## src/rtl/nrdiv_pkg.sv

```systemverilog
package nrdiv_pkg;
  typedef enum logic [1:0] {
    ST_IDLE = 2'd0,
    ST_RUN  = 2'd1,
    ST_FIX  = 2'd2
  } nrd_state_e;
endpackage

```

## src/rtl/nrd_screen.sv

```systemverilog
// Up-front screening: zero divisor and quotient-width overflow.
module nrd_screen #(
  parameter int DIVIDEND_W = 8,
  parameter int DIVISOR_W  = 4
) (
  input  logic [DIVIDEND_W-1:0] dividend,
  input  logic [DIVISOR_W-1:0]  divisor,
  output logic                  zero_div,
  output logic                  too_big
);
  localparam int QUO_W = DIVIDEND_W - DIVISOR_W;

  logic [DIVISOR_W-1:0] upper;

  always_comb begin
    upper    = dividend[DIVIDEND_W-1:QUO_W];
    zero_div = (divisor == '0);
    too_big  = !zero_div && (upper >= divisor);
  end
endmodule

```

## src/rtl/nrd_step.sv

```systemverilog
// One radix-2 non-restoring iteration on a two's-complement partial remainder.
module nrd_step #(
  parameter int DIVISOR_W = 4,
  parameter int PR_W      = DIVISOR_W + 2
) (
  input  logic [PR_W-1:0]      pr,
  input  logic                 bit_in,
  input  logic [DIVISOR_W-1:0] divisor,
  output logic [PR_W-1:0]      pr_next,
  output logic                 digit_pos
);
  logic [PR_W-1:0] shifted;
  logic [PR_W-1:0] dext;

  always_comb begin
    shifted   = {pr[PR_W-2:0], bit_in};
    dext      = PR_W'(divisor);
    // sign of the previous remainder picks subtract (+1 digit) or add (-1 digit)
    digit_pos = ~pr[PR_W-1];
    pr_next   = digit_pos ? (shifted - dext) : (shifted + dext);
  end
endmodule

```

## src/rtl/nrd_fixup.sv

```systemverilog
// Signed-digit to binary conversion with the final remainder correction.
module nrd_fixup #(
  parameter int QUO_W     = 4,
  parameter int DIVISOR_W = 4,
  parameter int PR_W      = DIVISOR_W + 2
) (
  input  logic [QUO_W-1:0]     digits,
  input  logic [PR_W-1:0]      pr,
  input  logic [DIVISOR_W-1:0] divisor,
  output logic [QUO_W-1:0]     quotient,
  output logic [DIVISOR_W-1:0] remainder
);
  localparam int SQ_W = QUO_W + 2;

  logic [SQ_W-1:0] q_sd;
  logic [SQ_W-1:0] q_adj;
  logic [PR_W-1:0] r_adj;
  logic            neg;

  always_comb begin
    // digit word B (1 = +1, 0 = -1) has value 2B - (2^n - 1)
    q_sd      = {1'b0, digits, 1'b0} - SQ_W'((2 ** QUO_W) - 1);
    neg       = pr[PR_W-1];
    q_adj     = neg ? (q_sd - SQ_W'(1)) : q_sd;
    r_adj     = neg ? (pr + PR_W'(divisor)) : pr;
    quotient  = q_adj[QUO_W-1:0];
    remainder = r_adj[DIVISOR_W-1:0];
  end
endmodule

```

## src/rtl/nrdiv_core.sv

```systemverilog
module nrdiv_core #(
  parameter int DIVIDEND_W = 8,
  parameter int DIVISOR_W  = 4
) (
  input  logic                             clk,
  input  logic                             rst,
  input  logic                             start,
  input  logic [DIVIDEND_W-1:0]            dividend,
  input  logic [DIVISOR_W-1:0]             divisor,
  output logic                             busy,
  output logic                             done,
  output logic [DIVIDEND_W-DIVISOR_W-1:0]  quotient,
  output logic [DIVISOR_W-1:0]             remainder,
  output logic                             div_by_zero,
  output logic                             overflow
);
  import nrdiv_pkg::*;

  localparam int QUO_W = DIVIDEND_W - DIVISOR_W;
  localparam int PR_W  = DIVISOR_W + 2;
  localparam int CNT_W = (QUO_W > 1) ? $clog2(QUO_W) : 1;

  nrd_state_e           state;
  logic [PR_W-1:0]      pr;
  logic [QUO_W-1:0]     low_bits;
  logic [QUO_W-1:0]     digits;
  logic [CNT_W-1:0]     cnt;
  logic [DIVISOR_W-1:0] dvs_q;

  logic                 zero_div, too_big;
  logic [PR_W-1:0]      pr_next;
  logic                 digit_pos;
  logic [QUO_W-1:0]     fix_q;
  logic [DIVISOR_W-1:0] fix_r;

  nrd_screen #(.DIVIDEND_W(DIVIDEND_W), .DIVISOR_W(DIVISOR_W)) u_screen (
    .dividend (dividend),
    .divisor  (divisor),
    .zero_div (zero_div),
    .too_big  (too_big)
  );

  nrd_step #(.DIVISOR_W(DIVISOR_W), .PR_W(PR_W)) u_step (
    .pr        (pr),
    .bit_in    (low_bits[QUO_W-1]),
    .divisor   (dvs_q),
    .pr_next   (pr_next),
    .digit_pos (digit_pos)
  );

  nrd_fixup #(.QUO_W(QUO_W), .DIVISOR_W(DIVISOR_W), .PR_W(PR_W)) u_fixup (
    .digits    (digits),
    .pr        (pr),
    .divisor   (dvs_q),
    .quotient  (fix_q),
    .remainder (fix_r)
  );

  always_ff @(posedge clk) begin
    if (rst) begin
      state       <= ST_IDLE;
      pr          <= '0;
      low_bits    <= '0;
      digits      <= '0;
      cnt         <= '0;
      dvs_q       <= '0;
      busy        <= 1'b0;
      done        <= 1'b0;
      quotient    <= '0;
      remainder   <= '0;
      div_by_zero <= 1'b0;
      overflow    <= 1'b0;
    end else begin
      done <= 1'b0;
      unique case (state)
        ST_IDLE: begin
          if (start) begin
            dvs_q <= divisor;
            if (zero_div || too_big) begin
              div_by_zero <= zero_div;
              overflow    <= too_big;
              quotient    <= '1;
              remainder   <= '0;
              done        <= 1'b1;
            end else begin
              div_by_zero <= 1'b0;
              overflow    <= 1'b0;
              pr          <= PR_W'(dividend[DIVIDEND_W-1:QUO_W]);
              low_bits    <= dividend[QUO_W-1:0];
              digits      <= '0;
              cnt         <= '0;
              busy        <= 1'b1;
              state       <= ST_RUN;
            end
          end
        end
        ST_RUN: begin
          pr       <= pr_next;
          low_bits <= low_bits << 1;
          digits   <= {digits[QUO_W-2:0], digit_pos};
          cnt      <= cnt + CNT_W'(1);
          if (cnt == CNT_W'(QUO_W - 1)) state <= ST_FIX;
        end
        ST_FIX: begin
          quotient  <= fix_q;
          remainder <= fix_r;
          done      <= 1'b1;
          busy      <= 1'b0;
          state     <= ST_IDLE;
        end
        default: state <= ST_IDLE;
      endcase
    end
  end

  // partial remainder must stay in [-D, D) while iterating
  logic [PR_W-1:0] pr_plus_d;
  assign pr_plus_d = pr + PR_W'(dvs_q);

  a_r1_pr_range: assert property (@(posedge clk) disable iff (rst)
    (state == ST_RUN) |-> (pr[PR_W-1] ? !pr_plus_d[PR_W-1] : (pr < PR_W'(dvs_q))));

  a_r2_busy_done_excl: assert property (@(posedge clk) disable iff (rst)
    !(busy && done));

  a_r3_zero_div_result: assert property (@(posedge clk) disable iff (rst)
    (done && div_by_zero) |-> (quotient == '1 && !overflow && remainder == '0));

  a_r5_operands_hold: assert property (@(posedge clk) disable iff (rst)
    busy |=> $stable(dvs_q));

  a_r6_done_pulse: assert property (@(posedge clk) disable iff (rst)
    done |=> !done);

  a_r8_rem_below_div: assert property (@(posedge clk) disable iff (rst)
    (done && !div_by_zero && !overflow) |-> (remainder < dvs_q));
endmodule

```

## config.mk

```make
export PLATFORM = sky130hd
export DESIGN_NAME = nrdiv_core
export DESIGN_NICKNAME = d
export VERILOG_FILES = /design/src/rtl/nrdiv_pkg.sv /design/src/rtl/nrd_screen.sv /design/src/rtl/nrd_step.sv /design/src/rtl/nrd_fixup.sv /design/src/rtl/nrdiv_core.sv
export SDC_FILE = /design/constraint.sdc
export NUM_CORES = 1
export LEC_CHECK = 0
export CAP_MARGIN = 25
export CORE_MARGIN = 2
export CORE_UTILIZATION = 51
export DETAILED_ROUTE_END_ITERATION = 6
export DONT_BUFFER_PORTS = 1
export PLACE_DENSITY_LB_ADDON = 0.15
export SKIP_LAST_GASP = 1
export SLEW_MARGIN = 5
export SYNTH_ARGS = -nofsm -noshare
export SYNTH_HDL_FRONTEND = slang
export SYNTH_SLANG_ARGS = --single-unit
```

## constraint.sdc

```tcl
create_clock -name clk -period 2.4 [get_ports clk]
set_input_delay 0.24 -clock clk [delete_from_list [all_inputs] [get_ports clk]]
set_output_delay 0.24 -clock clk [all_outputs]
set_load 0.01 [all_outputs]
```

==> metrics.md, run 1 <==
| Metric | Value |
|---|---|
| Top delay family on crit path | `adder cells` |
| Vias | `1479` |
| Post-DP HPWL | `2.86 mm` |
| Critical path, cell by cell | `inv_1, ha_1, mux2_2, fa_1, a21o_1, a21oi_1, xnor2_1, nand2_1, a21oi_2` |
| Clock root buffer | `clkbuf_4` |
| Post CTS Setup Buffer Count | `0` |
| Ports | `27` |
| Remaining DRCs | `0` |
| Synth Area in Simple Gates | `0.177` |
| Synthesized area per cell | `9.07 um2` |
| CP Data Required Time | `2.66 ns` |
| Placer Congestion | `0.854` |
| Worst Slack Setup Final | `0.165 ns` |
| Status | `complete, no violations` |
| Clock Latency Late Sink | `0.33 ns` |
| Clock buffer depth | `2` |
| Total routed wirelength | `3.94 mm` |
| Slew HR | `0.450` |
| WHS | `0.0315 ns` |
| Fmax | `447 MHz` |
| Share of cells above drive strength 1 | `0.121` |
| Grt total ovfl | `0` |
| CTS tree | `done` |
| Async S/R FF share, synth | `0` |
| Multiplexer share of the synthesized area | `0.0223` |
| Post-synthesis to final-layout area growth | `6.09%` |
| Largest area contributor in the netlist | `dfxtp_1` |
| Max VDD drop | `424 uV` |
| Critical Path Max Stage Delay | `0.43 ns` |
| Number of synthesized flops with an enable pin | `0` |
| Pre-Repair DR Iteration Count | `6` |
| Critical path type | `flip-flop to flip-flop` |
| Nets | `236` |
| Initial antenna violation count | `0` |
| Dominant synthesized flop cell | `dfxtp_1` |
| Core ar. | `0.00342 mm2` |
| Cell with the most instances after synthesis | `dfxtp_1` |
| Cells after Synth | `204` |
| CP endpoint kind | `flip-flop` |
| First-pass GRT wire length | `6.77 mm` |
| Initial core utilization | `0.541` |
| Synth warn | `0` |
| Number of max-cap violations | `0` |
| Worst Path Buf+Inv | `1` |
| Final slew viol count | `0` |
| Fin crit share | `0.931` |
| # setup viols final | `0` |
| Netlist Area Pre-Place | `0.00185 mm2` |
| Final Hold Vio Count | `0` |
| Startpoint Class | `flip-flop` |
| Vias in the first global route | `1459` |
| 1st-iter DRT viols | `81` |
| HP Class | `input port to flip-flop` |
| Main area contributors after synthesis | `dfxtp_1, ha_1, a21oi_1` |
| Adder-Cell Fraction of Synth Area | `0.116` |
| Htree depth | `2` |
| Syn Nets | `235` |
| Post-Synth XOR/XNOR Area | `0.0379` |
| Pleak | `0.000768 uW` |
| CTS buffer count | `5` |
| Sequential share of the synthesized area | `0.357` |
| Wire per inst | `15.6 um` |
| Commonest cells in the netlist | `dfxtp_1, a21oi_1, nand2_1` |
| Post-route ant nets | `0` |
| Port Buffers | `0` |
| Sink Count | `33` |
| Final min period | `2.24 ns` |
| Post-DR vias/cell | `5.87` |
| RSZ-0062 raised after global routing | `false` |
| Final Skew | `0.00613 ns` |
| Synthesized flop and latch total | `33` |
| Diodes inserted | `0` |
| Worst slack at placement | `-0.00134 ns` |
| Critical-path top delay cell | `fa_1` |
| Top-area cell type share of the netlist area | `0.357` |
| Complex-gate fraction of the synthesized area | `0.241` |
| CP Max Fanout | `5` |
| Power Dens Cells | `624 mW/mm2` |
| Largest family of logic cells by synthesized area | `compound AO/OA/AOI/OAI gates` |
| Largest net degree at the start of global routing | `22` |
| Die height | `64.2 um` |
| Die area | `0.00412 mm2` |
| Die Width | `64.2 um` |
| Crit path DAT | `2.50 ns` |
| All-Layer GR Usage | `0.211` |
| Actual slew at the worst max-slew pin | `0.822 ns` |
| Clk slew on worst S/H paths | `0.10 ns` |
| Core Rows | `21` |
| Unique cell type count in the Yosys netlist | `43` |
kinds of logic after synthesis:
logic type                 count (synthesis)
buffers and inverters                     20
DFF                                       33
muxes                                      4
AOI/OAI and AO/OA                         60
adders and majority gates                 16
xor gates and xnor gates                   8
and+or+nand+nor                           63
path summary, 6_finish.rpt:
kind | cells after the start | slack [ns] | to | startpoint
max | 9 | 0.16 | pr[4] | dvs_q[0]
min | 1 | 0.03 | remainder[0] | rst
max reg2reg | 9 | 0.16 | pr[4] | dvs_q[0]
min reg2reg | 2 | 0.47 | low_bits[0] | low_bits[0]
registers in the layout, summed over array words and instances, names as in the netlist:
name	count
overflow	1
div_by_zero	1
remainder	4
cnt	2
busy	1
quotient	4
dvs_q	4
done	1
digits	3
state	2
low_bits	4
pr	6
power breakdown:
group,switching [uW],internal (uW),leakage (uW),total (uW)
Clock,192,110,0.0000310,302
Sequential,38.4,586,0.000270,624
Combinational,171,127,0.000467,298
Total,401,823,0.000768,1220
cell usage in the layout, fill, tap and decap left out, types with 4 or more instances in the layout:
| cell | netlist | layout |
|---|---|---|
| nand2b_1 | 11 | 11 |
| o21a_1 | 4 | 4 |
| nand2_1 | 17 | 17 |
| o32ai_1 | 4 | 4 |
| nand3_1 | 11 | 11 |
| nor2_1 | 13 | 13 |
| dfxtp_1 | 33 | 32 |
| ha_1 | 14 | 14 |
| a32oi_1 | 6 | 6 |
| xnor2_1 | 5 | 5 |
| inv_1 | 9 | 9 |
| clkbuf_4 | 0 | 5 |
| a21oi_1 | 25 | 23 |
metrics by stage:
step           area, um2  utilization  std cells  TNS (ns)  power (uW)
3_3_place_gp        1870        0.548        242         0         909
5_1_grt             1960        0.574        252         0        1300
2_1_floorplan       1850            -        204         0         871
4_1_cts             1940        0.569        251         0        1230
6_report            1960        0.574        252         0        1220
3_5_place_dp        1870        0.548        242  -0.00134         919
per-layer routing:
metal	GRT usage	up-vias	routed length, um
met5	0	-	0
met4	0.0665	0	58
met3	0.0669	8	188
met2	0.328	35	1890
met1	0.278	701	1800
li1	-	735	-
area by class of cell:
| class | count | area [um2] |
|---|---|---|
| inverters | 9 | 33.8 |
| well taps | 46 | 57.6 |
| clock inverters | 3 | 17.5 |
| repair buffers | 5 | 42.5 |
| fillers | 333 | 1450 |
| clock buffers | 5 | 37.5 |
| flip-flops and latches | 33 | 662 |
| multi-input cells | 151 | 1110 |
what timing repair did:
| action | 4_1_cts | 5_1_grt |
|---|---|---|
| pin swaps | 0 | 1 |
| endpoints found under the setup margin | 1 | 3 |
| endpoints found under the hold margin | 21 | 4 |
| resized for setup | 1 | 3 |
| hold buffers | 1 | 1 |
No activity file was read; power rests on OpenSTA's default activity.
==> run 2: changes to the inputs <==
==> constraint.sdc (replaced) <==
create_clock -name clk -period 2.45 [get_ports clk]
set_input_delay 0.245 -clock clk [delete_from_list [all_inputs] [get_ports clk]]
set_output_delay 0.245 -clock clk [all_outputs]
set_load 0.01 [all_outputs]
==> run 2 against run 1 <==
Against the previous run:
- first-iteration DRC count rose by 11%
- die area is the same
- clock-buffer cell count unchanged
- clock power is 2% lower
- sequential share of layout area rose by 0.13 points
- fmax shrank 1.8%
- power down 2.3%
- sequential cell count stayed put
- design area fell by 0.38%
- setup slack better by 0.0092 ns
- utilization shrank 0.22 points
- highest routed layer unchanged
==> metrics.md, run 2 (synthesis gave the netlist of run 1 again) <==
| Metric | Value |
|---|---|
| Grt total ovfl | `0 (unchanged)` |
| Core ar. | `0.00342 mm2 (unchanged)` |
| Initial antenna violation count | `0 (unchanged)` |
| Worst Path Buf+Inv | `1 (unchanged)` |
| WHS | `0.0322 ns (+0.000677 ns)` |
| Clock Latency Late Sink | `0.33 ns (about the same)` |
| Core Rows | `21 (unchanged)` |
| # setup viols final | `0 (unchanged)` |
| Vias | `1485 (+0.41%)` |
| Commonest non-fill, non-tap cell in the layout | `dfxtp_1` |
| 1st-iter DRT viols | `90 (+11%)` |
| Most frequent cells in the layout | `dfxtp_1, a21oi_1, nand2_1` |
| Sink Count | `33 (unchanged)` |
| CP endpoint kind | `flip-flop` |
| Final Hold Vio Count | `0 (unchanged)` |
| Die Width | `64.2 um (unchanged)` |
| Actual slew at the worst max-slew pin | `0.822 ns (-0.0000500 ns)` |
| Die height | `64.2 um (unchanged)` |
| Top sig layer | `met4` |
| Max FFs per register | `6 (unchanged)` |
| Placer Congestion | `0.854 (unchanged)` |
| Final slew viol count | `0 (unchanged)` |
| Slew HR | `0.452 (+0.00184)` |
| CTS tree | `done` |
| CTS buffer count | `5 (unchanged)` |
| Port Buffers | `0 (unchanged)` |
| First-pass GRT wire length | `6.76 mm (-0.19%)` |
| Status | `complete, no violations` |
| Critical Path Max Stage Delay | `0.38 ns (-0.05 ns)` |
| Clk slew on worst S/H paths | `0.10 ns (about the same)` |
| Power Dens Cells | `612 mW/mm2 (-1.9%)` |
| Critical path type | `flip-flop to flip-flop` |
| Nets | `236 (unchanged)` |
| Post-DR vias/cell | `5.89 (+0.41%)` |
| Critical path, cell by cell | `inv_1, ha_1, mux2_2, ha_1, a211oi_2, o21bai_1, a21oi_1, xnor2_1, o32ai_1` |
| Max VDD drop | `415 uV (-2.1%)` |
| Largest net degree at the start of global routing | `22 (unchanged)` |
| Setup TNS Final | `0 ns (unchanged)` |
| HP Class | `input port to flip-flop` |
| Remaining DRCs | `0 (unchanged)` |
| Wire per inst | `15.7 um (+0.38%)` |
| Fmax | `439 MHz (-1.8%)` |
| Clock root buffer | `clkbuf_4` |
| CP Data Required Time | `2.68 ns (+0.02 ns)` |
| Htree depth | `2 (unchanged)` |
| Largest Register | `pr` |
| Vias in the first global route | `1460 (+0.069%)` |
| Clock buffer depth | `2 (unchanged)` |
| Most frequent cell on the critical path | `ha_1` |
| Total routed wirelength | `3.96 mm (+0.38%)` |
| Pleak | `0.000767 uW (-0.11%)` |
| Top delay family on crit path | `compound AO/OA/AOI/OAI gates` |
| Diodes inserted | `0 (unchanged)` |
| CP Max Fanout | `5 (unchanged)` |
| Ports | `27 (unchanged)` |
| WL met1 | `1.77 mm (-1.7%)` |
| Post-synthesis to final-layout area growth | `5.68%` |
| Crit path DAT | `2.51 ns (about the same)` |
| Final Skew | `0.00650 ns (+0.000373 ns)` |
| Fin crit share | `0.929 (-0.00234)` |
| Initial core utilization | `0.541 (unchanged)` |
| Post-route ant nets | `0 (unchanged)` |
| Post CTS Setup Buffer Count | `0 (unchanged)` |
| Met2 wire len | `1.88 mm (-0.58%)` |
| Die area | `0.00412 mm2 (unchanged)` |
| All-Layer GR Usage | `0.210 (-0.000372)` |
| Post-DP HPWL | `2.86 mm (unchanged)` |
| Metal3 WL | `234 um (+24%)` |
| RSZ-0062 raised after global routing | `false` |
| Startpoint Class | `flip-flop` |
| Pre-Repair DR Iteration Count | `4 (-2)` |
| Final min period | `2.28 ns (+0.0408 ns)` |
| Critical-path top delay cell | `dfxtp_2` |
| Share of cells above drive strength 1 | `0.112 (-0.00971)` |
| Number of max-cap violations | `0 (unchanged)` |
-- run 2: cell counts in the layout (fill, tap and decap cells not counted) --
No cell type changed its count.
-- run 2: layout make-up --
class | instances | area, um2
Clock inverter | 3 | 17.5
Sequential cell | 33 | 662
Clock buffer | 5 | 37.5
Timing Repair Buffer | 5 | 42.5
Fill cell | 337 | 1460
Inverter | 9 | 33.8
Tap cell | 46 | 57.6
Multi-Input combinational cell | 151 | 1100
-- run 2: routing by layer --
layer / track usage / vias to the layer above
li1: - / 735
met3: 0.0669 / 12
met4: 0.0665 / 0
met1: 0.277 / 697
met2: 0.328 / 41
met5: 0 / -
-- run 2: path summary, 6_finish.rpt --
path	start	endpoint	slack [ns]	depth (start not counted)
setup reg to reg	dvs_q[0]	pr[5]	0.17	9
setup / recovery	dvs_q[0]	pr[5]	0.17	9
hold / removal	rst	remainder[1]	0.03	1
hold reg to reg	low_bits[0]	low_bits[0]	0.47	2
-- run 2: where the power goes --
part           switching, uW  internal (uW)  total (uW)
Combinational            166            123         289
Clock                    188            108         296
Sequential              37.7            574         612
Total                    392            805        1200
-- run 2: what timing repair did --
action | in CTS | in global routing
resized for setup | 0 | 2
hold buffers | 1 | 1
endpoints found under the setup margin | 0 | 3
endpoints found under the hold margin | 21 | 3
-- run 2: through the flow --
| stage | cell area, um2 | std cells | util | setup WS (ns) | total power, uW |
|---|---|---|---|---|---|
| floorplan | 1850 | 204 | - | 0.256 | 853 |
| global placement | 1870 | 242 | 0.548 | 0.193 | 891 |
| detailed placement | 1870 | 242 | 0.548 | 0.0487 | 900 |
| CTS | 1940 | 251 | 0.567 | 0.0214 | 1200 |
| global route | 1950 | 252 | 0.572 | 0.0102 | 1270 |
| finish | 1950 | 252 | 0.572 | 0.174 | 1200 |
